==> config.mk <==
export PLATFORM = sky130hd
export DESIGN_NAME = ldd_mode_ctrl
export DESIGN_NICKNAME = d
export VERILOG_FILES = /design/src/rtl/ldd_mode_ctrl.sv
export SDC_FILE = /design/constraint.sdc
export NUM_CORES = 1
export LEC_CHECK = 0
export CORE_MARGIN = 1
export CORE_UTILIZATION = 42
export DETAILED_ROUTE_END_ITERATION = 16
export PLACE_DENSITY = 0.73
export SYNTH_ARGS = -nofsm -noshare
export SYNTH_HDL_FRONTEND = slang
export SYNTH_SLANG_ARGS = --single-unit
==> constraint.sdc <==
create_clock -name clk -period 2.2 [get_ports clk]
set_input_delay 0.44 -clock clk [delete_from_list [all_inputs] [get_ports clk]]
set_output_delay 0.44 -clock clk [all_outputs]
set_load 0.005 [all_outputs]
==> src/rtl/ldd_mode_ctrl.sv <==
module ldd_mode_ctrl #(
  parameter int CODE_W        = 11,
  parameter int SETTLE_CYCLES = 8
) (
  input  logic              clk,
  input  logic              rst_n,
  input  logic              cfg_wr,
  input  logic [1:0]        cfg_mode,
  input  logic              cfg_analog,
  input  logic              code_wr,
  input  logic [CODE_W-1:0] code_wdata,
  output logic              out_bd,
  output logic              out_dvd,
  output logic              out_cd,
  output logic [CODE_W-1:0] dac_code,
  output logic              settling
);

  localparam int             CNT_W    = $clog2(SETTLE_CYCLES + 1);
  localparam logic [CNT_W-1:0] CNT_LOAD = CNT_W'(SETTLE_CYCLES);
  localparam logic [1:0]     M_OFF    = 2'b00;
  localparam logic [1:0]     M_CD     = 2'b01;
  localparam logic [1:0]     M_DVD    = 2'b10;
  localparam logic [1:0]     M_BD     = 2'b11;

  logic [1:0]        mode_q;
  logic              analog_q;
  logic [CODE_W-1:0] code_q;
  logic [CNT_W-1:0]  wait_q;

  logic busy, mode_chg, code_take, live;

  assign busy      = (wait_q != '0);
  assign mode_chg  = cfg_wr && (cfg_mode != mode_q);
  assign code_take = code_wr && !busy && !mode_chg && !code_wdata[CODE_W-1];
  assign live      = !busy && (mode_q != M_OFF);

  always_ff @(posedge clk or negedge rst_n) begin
    if (!rst_n) begin
      mode_q   <= M_OFF;
      analog_q <= 1'b0;
      code_q   <= '0;
      wait_q   <= '0;
    end else begin
      if (cfg_wr) begin
        mode_q   <= cfg_mode;
        analog_q <= cfg_analog;
      end
      if (mode_chg)  wait_q <= CNT_LOAD;
      else if (busy) wait_q <= wait_q - 1'b1;
      if (mode_chg)       code_q <= '0;
      else if (code_take) code_q <= code_wdata;
    end
  end

  assign out_bd   = live && (mode_q == M_BD);
  assign out_dvd  = live && (mode_q == M_DVD);
  assign out_cd   = live && (mode_q == M_CD);
  assign dac_code = (live && !analog_q) ? code_q : '0;
  assign settling = busy;

endmodule

==> out/metrics.cfg, run 1 <==
[run_status]
outcome=complete, but fails checks
violations=negative setup slack

[finish]
n_fill_cell=165
fin_util_pct=71.2
drive_above_1_share_pct=35.6
final_nets=167
syn2layout_area_growth_pct=53.5
n_antenna_cell=0

[clock_tree]
cts-buffers-inserted=3
cts_buffer_depth=2
cts_hold_buf=0
h-tree-depth=1
root_buffer=clkbuf_4
clk_pin_slew_ns=0.10
clock_latency_ns=0.29
cts_tree=yes
clock_sinks=18

[placed_design]
hpwl_mm=1.50
gp_congestion=0.710
portBuffers=32

[worst_hold_path]
hp-class=input port to async pin

[detailed_routing]
wire_per_inst_um=13.0
drc=0
num_vias=863
wirelength_mm=2.25
first_pass_iters=4
vias_per_cell=4.99
ant_nets=0
drtIter0Drc=10

[synthesis]
syn_nets=116
synth.distinct_cells=27
async_flop_share_pct=100
synth_top_family_by_area=simple AND/OR/NAND/NOR gates
muxShareOfSynthArea_pct=3.60
yosys_warnings=0
synth_flop_cell=dfrtp_1
synthSimpleGateAreaFrac_pct=22.0
avgSynthCellArea_um2=9.76
synth-compound-area-share_pct=14.6
syn_inst=96
synthXorXnorAreaFrac_pct=4.67
ys_ff_latch=18
ys_seq_area_share_pct=48.1
synth_top_area_cell=dfrtp_1
synth_top_area_share_pct=48.1
synth_area_leaders=dfrtp_1, and2_1, a21oi_1
synth_edf_count=0
netlist_area_um2=937
synth_adder_area_share_pct=2.67

[timing]
hold_viol=0
rsz0062_at_grt=true
fmax_ghz=0.444
fin_ws_ns=-0.0527
setup_violations=7
tns_ns=-0.289
finalClockSkew_ns=0.00451
period_needed_ns=2.25
hold_slack_ns=0.467
period_share_pct=102
drv_slew=0
slew_headroom_pct=74.5
worst_pin_slew_ns=0.382

[power_and_ir_drop]
p_per_area_nw_per_um2=820
p_switching_mw=0.380
sequentialPowerShare_pct=36.7
p_leak_nw=0.662
comb_power_share_pct=46.2
swShare_pct=32.2
peakVddDrop_mv=0.583
intPower_mw=0.800
power.clock.fraction_pct=17.1
power_mw=1.18

[global_routing]
antenna_found_initial=0
grt_use_total_pct=21.7
grt_pass1_vias=863
met1_usage_pct=26.5
grt.busiest_layer=met2
grt_max_degree=19
overflow=0
grt_util_met3_pct=4.98
grt_pass1_wl_mm=3.97
use_met2_pct=37.9

[die]
num_io_pins=33
rows=16
die_h_um=49.2
die_area_um2=2420
dieWidth_um=49.2
start_util_pct=46.3
design.core.area_um2=2020

[setup_path]
start_kind=flip-flop
end_kind=output port
rr_startpoint=wait_q[0]
cp.arrival_ns=1.81
cp_max_fo=5
worstSetupPathType=flip-flop to output port
cp-startpoint=wait_q[0]
cp.required_ns=1.76

[flow_run]
cap_violations=0

final timing paths:
kind,cells after the start,slack (ns),endpoint
setup / recovery,9,-0.05,dac_code[0]
min in group clk,2,0.53,code_q[10]
setup reg to reg,9,0.51,code_q[7]
max in group asynchronous,2,1.54,code_q[9]
hold reg to reg,2,0.53,code_q[10]
hold / removal,2,0.47,code_q[5]
worst max-delay path: stages, from the launching register on:
cell	delay, ns
dfrtp_1	0.42
inv_2	0.09
ha_4	0.13
nor3b_4	0.22
inv_2	0.08
nor3_4	0.14
buf_6	0.13
buf_6	0.10
and2_1	0.11
buf_2	0.10
per-layer routing:
metal	wire length [um]	part of all wire, %
met4	0	0
met2	1190	53
met3	107	4.7
met5	0	0
met1	954	42
registers in the layout, summed over array words and instances (netlist names):
| signal | count |
|---|---|
| analog_q | 1 |
| code_q | 11 |
| mode_q | 2 |
| wait_q | 4 |
logic make-up (layout without fill, tap and decap cells):
logic type      after synthesis  in the layout
xor+xnor                      5              5
compound gates               24             24
simple gates                 35             35
flops                        18             18
mux                           3              3
fa+ha+maj                     2              2
buf+inv                       9             59
placed cells by master, fill, tap and decap left out, drive strengths merged:
master         count
and2              11
clkdlybuf4s50     17
ha                 2
o21ai             11
nand2              1
buf               31
and3               1
inv                3
mux2               3
nand2b             1
a211oi             1
nor2               5
clkbuf             7
nand3             10
a21o               1
dlygate4sd2        1
a21boi             1
nor2b              1
dfrtp             18
xor2               1
nor3               3
xnor2              4
a21oi             10
nor3b              2
per-stage QoR:
| step | instance area, um2 | setup slack, ns | std cells |
|---|---|---|---|
| floorplan | 937 | 0.352 | 96 |
| global placement | 1340 | -0.0176 | 160 |
| detailed placement | 1340 | -0.0621 | 160 |
| CTS | 1410 | -0.0236 | 171 |
| global route | 1440 | -0.150 | 173 |
| finish | 1440 | -0.0527 | 173 |
area by class of cell:
| cell class | instances | area [um2] | area share, % |
|---|---|---|---|
| repair buffers | 52 | 433 | 30.1 |
| clock buffers | 4 | 36.3 | 2.52 |
| inverters | 3 | 11.3 | 0.783 |
| well taps | 27 | 33.8 | 2.35 |
| flip-flops and latches | 18 | 450 | 31.3 |
| multi-input cells | 69 | 474 | 33.0 |
Yosys cell counts (2+ instances only):
cell type  number
a21oi_1        10
and2_1         11
buf_2           3
clkbuf_1        2
dfrtp_1        18
ha_1            2
inv_1           2
mux2_2          3
nand3_1        10
nor2_1          5
nor3_1          2
o21ai_0         4
o21ai_1         7
xnor2_1         4
power groups by stage:
stage	registers (mW)	logic, mW	clock network (mW)
2_1_floorplan	0.426	0.240	0
6_report	0.433	0.545	0.202
5_1_grt	0.438	0.605	0.219
3_3_place_gp	0.430	0.399	0
3_5_place_dp	0.432	0.416	0
4_1_cts	0.429	0.497	0.214
timing repair:
item,CTS,global route
setup buffers,7,2
pin swaps,6,1
resized for setup,58,11
endpoints found under the setup margin,15,15
cloned,0,0
Power figures use the tool's default switching activity.
==> run 2: changes to the inputs <==
- CORE_MARGIN: 1 -> not set
- CORE_UTILIZATION: 42 -> 25
- PLACE_DENSITY: 0.73 -> 0.48
==> out/metrics.cfg, run 2 (synthesis results as in run 1) <==
[run_status]
outcome=complete, but fails checks
violations=negative setup slack

[setup_path]
r2r_end=code_q[0]
start_kind=flip-flop
cp.required_ns=1.76
end_kind=output port
max_stage_delay_ns=0.38
cp.arrival_ns=1.88
cp-startpoint=wait_q[1]
r2r_setup_slack_ns=0.53
cp_cell_sequence=inv_2 > ha_4 > nor3b_4 > inv_2 > nor3_4 > buf_6 > buf_6 > buf_6 > and2_1 > buf_2
rr_worst_depth=9
cp_max_fo=3
crit_top_cell=buf_6
rr_startpoint=wait_q[1]
crit_path_end=dac_code[2]
cpMaxStageDelayCell=dfrtp_1
worstSetupPathType=flip-flop to output port

[timing]
hold_slack_ns=0.525
slew_headroom_pct=70.2
worst_pin_slew_ns=0.446
setup_violations=11
drv_slew=0
period_share_pct=105
fmax_ghz=0.431
finalClockSkew_ns=0.00181
hold_viol=0
fin_ws_ns=-0.120
period_needed_ns=2.32
rsz0062_at_grt=true

[finish]
n_antenna_cell=0
layout.cells.non_filler=197
seqCellArea_um2=450
postLayoutCellArea_um2=1560
drive_above_1_share_pct=39.1
largest_register_ffs=11
mostFrequentLayoutCells=dfrtp_1, buf_4, clkdlybuf4s50_1
n_fill_cell=331
regMostFlops=code_q
fin_util_pct=44.8
final_nets=173
largestRegisters=code_q: 11 flops, wait_q: 4 flops, mode_q: 2 flops
syn2layout_area_growth_pct=66.0
multi_input_area_um2=482

[clock_tree]
h-tree-depth=1
cts_buffer_depth=2
clock_sinks=18
cts_tree=yes
clock_latency_ns=0.25
cts-buffers-inserted=3
clk_pin_slew_ns=0.07
cts_hold_buf=0
root_buffer=clkbuf_8

[power_and_ir_drop]
peakVddDrop_mv=0.328
p_leak_nw=0.706
p_per_area_nw_per_um2=797

[die]
start_util_pct=27.0
die_h_um=63.2
design.core.area_um2=3470
die_area_um2=4000
num_io_pins=33
dieWidth_um=63.2
rows=21

[detailed_routing]
ant_nets=0
first_pass_iters=4
num_vias=898
vias_per_cell=4.56
drc=0
wirelength_mm=2.62
wire_per_inst_um=13.3
drtIter0Drc=43

[global_routing]
grt_use_total_pct=14.0
grt_pass1_vias=911
antenna_found_initial=0
overflow=0
grt_max_degree=19
grt_pass1_wl_mm=4.30

[flow_run]
cap_violations=0

[placed_design]
portBuffers=32
placed_area_um2=1370
dp_cells=179
hpwl_mm=1.67
gp_congestion=0.775
dpl_worst_slack_ns=-0.0399

[worst_hold_path]
hp-class=input port to async pin

## run 2: cell types whose count changed in the layout (fill, tap and decap cells not counted), sizes merged
cell / before / now
buf: 31 / 37
clkbuf: 7 / 5
dlygate4sd2: 1 / 2
## run 2: how the worst min path moves through the flow
stage	from	to	slack (ns)	cells after the start
global placement	code_q[10]	code_q[10]	0.50	2
floorplan	rst_n	analog_q	0.14	0
detailed placement	code_q[10]	code_q[10]	0.51	2
finish	rst_n	code_q[5]	0.53	2
CTS	code_q[10]	code_q[10]	0.52	2
global route	rst_n	code_q[5]	0.56	2
## run 2: power by group
group / internal, mW / switching, mW / leakage (nW)
Sequential: 0.385 / 0.0459 / 0.236
Clock: 0.122 / 0.105 / 0.0216
Combinational: 0.340 / 0.242 / 0.448
## run 2: repair_timing
action,in CTS,in global routing
gates resized for setup,48,29
gates cloned,1,0
setup buffers,11,4
endpoints found under the setup margin,15,13
pin swaps,1,6
## run 2: metrics by stage
step                power (mW)  TNS (ns)
global route              1.32     -1.82
global placement         0.842   -0.0954
CTS                       1.17    -0.668
finish                    1.24    -0.764
floorplan                0.666         0
detailed placement       0.845    -0.350
## run 2: cell type report
type	instances	area share, %
well taps	46	3.70
clock buffers	3	2.65
multi-input cells	69	31.0
inverters	3	0.724
repair buffers	58	33.0
flip-flops and latches	18	29.0
## run 2: critical path: cells and delay by family, from the launching register on
family / cells / cell delay, ns
adder cells (fa/ha/maj): 1 / 0.12
buffers and inverters: 6 / 0.57
flip-flops: 1 / 0.38
AND/OR/NAND/NOR: 3 / 0.55
## run 2: per-layer routing
layer / GRT usage, % / vias up / wire, um
met2: 21.9 / 32 / 1190
met3: 3.08 / 4 / 154
met1: 18.1 / 427 / 1230
li1: - / 435 / -
met4: 6.82 / 0 / 40
met5: 0 / - / 0
==> run 3: changes to the inputs <==
- ABC_CLOCK_PERIOD_IN_PS: not set -> 2200
- PLACE_DENSITY: 0.48 -> 0.59
==> out/metrics.cfg, run 3 (synthesis results as in run 1) <==
[setup_path]
end_kind=output port
start_kind=flip-flop
critical-path-top-delay-family=buffers and inverters
cp.required_ns=1.76
cp.arrival_ns=1.89
max_stage_delay_ns=0.39
cp_cell_sequence=inv_2 > ha_4 > nor3b_4 > inv_2 > nor3_4 > buf_2 > buf_6 > buf_6 > and2_4 > buf_6
cp.buffers_inverters=6
cp_max_fo=4
crit_top_cell=buf_6
worstSetupPathType=flip-flop to output port
cpMaxStageDelayCell=dfrtp_1

[detailed_routing]
drc=0
first_pass_iters=4
drtIter0Drc=80
wirelength_mm=2.42
num_vias=866
vias_per_cell=4.56
ant_nets=0
wire_per_inst_um=12.7

[finish]
drive_above_1_share_pct=37.5
regMostFlops=code_q
largestRegisters=code_q: 11 flops, wait_q: 4 flops, mode_q: 2 flops
final_common_cell=dfrtp_1
largest_register_ffs=11
syn2layout_area_growth_pct=62.9
postLayoutCellArea_um2=1530
final_nets=165
n_antenna_cell=0
mostFrequentLayoutCells=dfrtp_1, clkdlybuf4s50_1, buf_6

[clock_tree]
clk_pin_slew_ns=0.07
cts_buffer_depth=2
cts_tree=yes
clock_sinks=18
cts_hold_buf=0
h-tree-depth=1
clock_latency_ns=0.26
root_buffer=clkbuf_8
cts-buffers-inserted=3

[power_and_ir_drop]
power_mw=1.20
p_per_area_nw_per_um2=783
peakVddDrop_mv=0.298
p_leak_nw=0.677

[flow_run]
cap_violations=0

[timing]
fmax_ghz=0.430
drv_slew=0
setup_violations=9
hold_slack_ns=0.518
rsz0062_at_grt=true
period_needed_ns=2.33
period_share_pct=106
worst_pin_slew_ns=0.413
slew_headroom_pct=72.5
finalClockSkew_ns=0.00127
hold_viol=0
fin_ws_ns=-0.125

[global_routing]
grt_use_total_pct=13.5
grt_pass1_vias=900
grt_pass1_wl_mm=4.20
overflow=0
grt_max_degree=19
antenna_found_initial=0

[run_status]
outcome=complete, but fails checks
violations=negative setup slack

[placed_design]
portBuffers=32
hpwl_mm=1.68
placed_area_um2=1370
gp_congestion=0.730

[die]
die_h_um=63.2
rows=21
design.core.area_um2=3470
die_area_um2=4000
dieWidth_um=63.2
num_io_pins=33
start_util_pct=27.0

[worst_hold_path]
hp-class=input port to async pin

## run 3: layout make-up
cell class / instances / area (um2)
inverters: 3 / 11.3
clock buffers: 4 / 55.1
repair buffers: 50 / 465
well taps: 46 / 57.6
flip-flops and latches: 18 / 450
multi-input cells: 69 / 487
fillers: 345 / 1940
## run 3: through the flow
step / setup TNS (ns) / std cells / worst slack, ns / utilization, %
after global routing: -1.93 / 190 / -0.259 / 44.0
after floorplan: 0 / 96 / 0.352 / -
final: -0.569 / 190 / -0.125 / 44.0
after detailed placement: -0.183 / 179 / -0.0262 / 39.4
after global placement: -0.0753 / 179 / -0.0201 / 39.4
after CTS: -0.585 / 189 / -0.183 / 41.9
## run 3: timing repair
| action | in CTS | in global routing |
|---|---|---|
| pin swaps | 1 | 11 |
| endpoints found under the setup margin | 15 | 13 |
| gates resized for setup | 44 | 33 |
| setup buffers | 5 | 1 |
| gates cloned | 1 | 0 |
| hold endpoints to repair | 0 | 0 |
## run 3: final timing paths
kind,start,end,slack [ns],cells past startpoint
max,wait_q[1],dac_code[6],-0.13,10
min,rst_n,code_q[0],0.52,2
max reg2reg,wait_q[1],code_q[2],0.69,8
min reg2reg,code_q[10],code_q[10],0.52,2
max in group asynchronous,rst_n,code_q[7],1.48,2
min in group clk,code_q[10],code_q[10],0.52,2
## run 3: report_power, final
group	switching (mW)	internal (mW)	total, mW
Combinational	0.214	0.272	0.487
Clock	0.118	0.159	0.277
Sequential	0.0471	0.384	0.431
Total	0.379	0.816	1.20
## run 3: routing by layer
layer | global-route usage (%) | vias to the layer above | wire [um]
li1 | - | 421 | -
met1 | 16.1 | 412 | 1080
met2 | 23.1 | 30 | 1170
met3 | 3.26 | 3 | 142
met4 | 5.68 | 0 | 28
met5 | 0 | - | 0
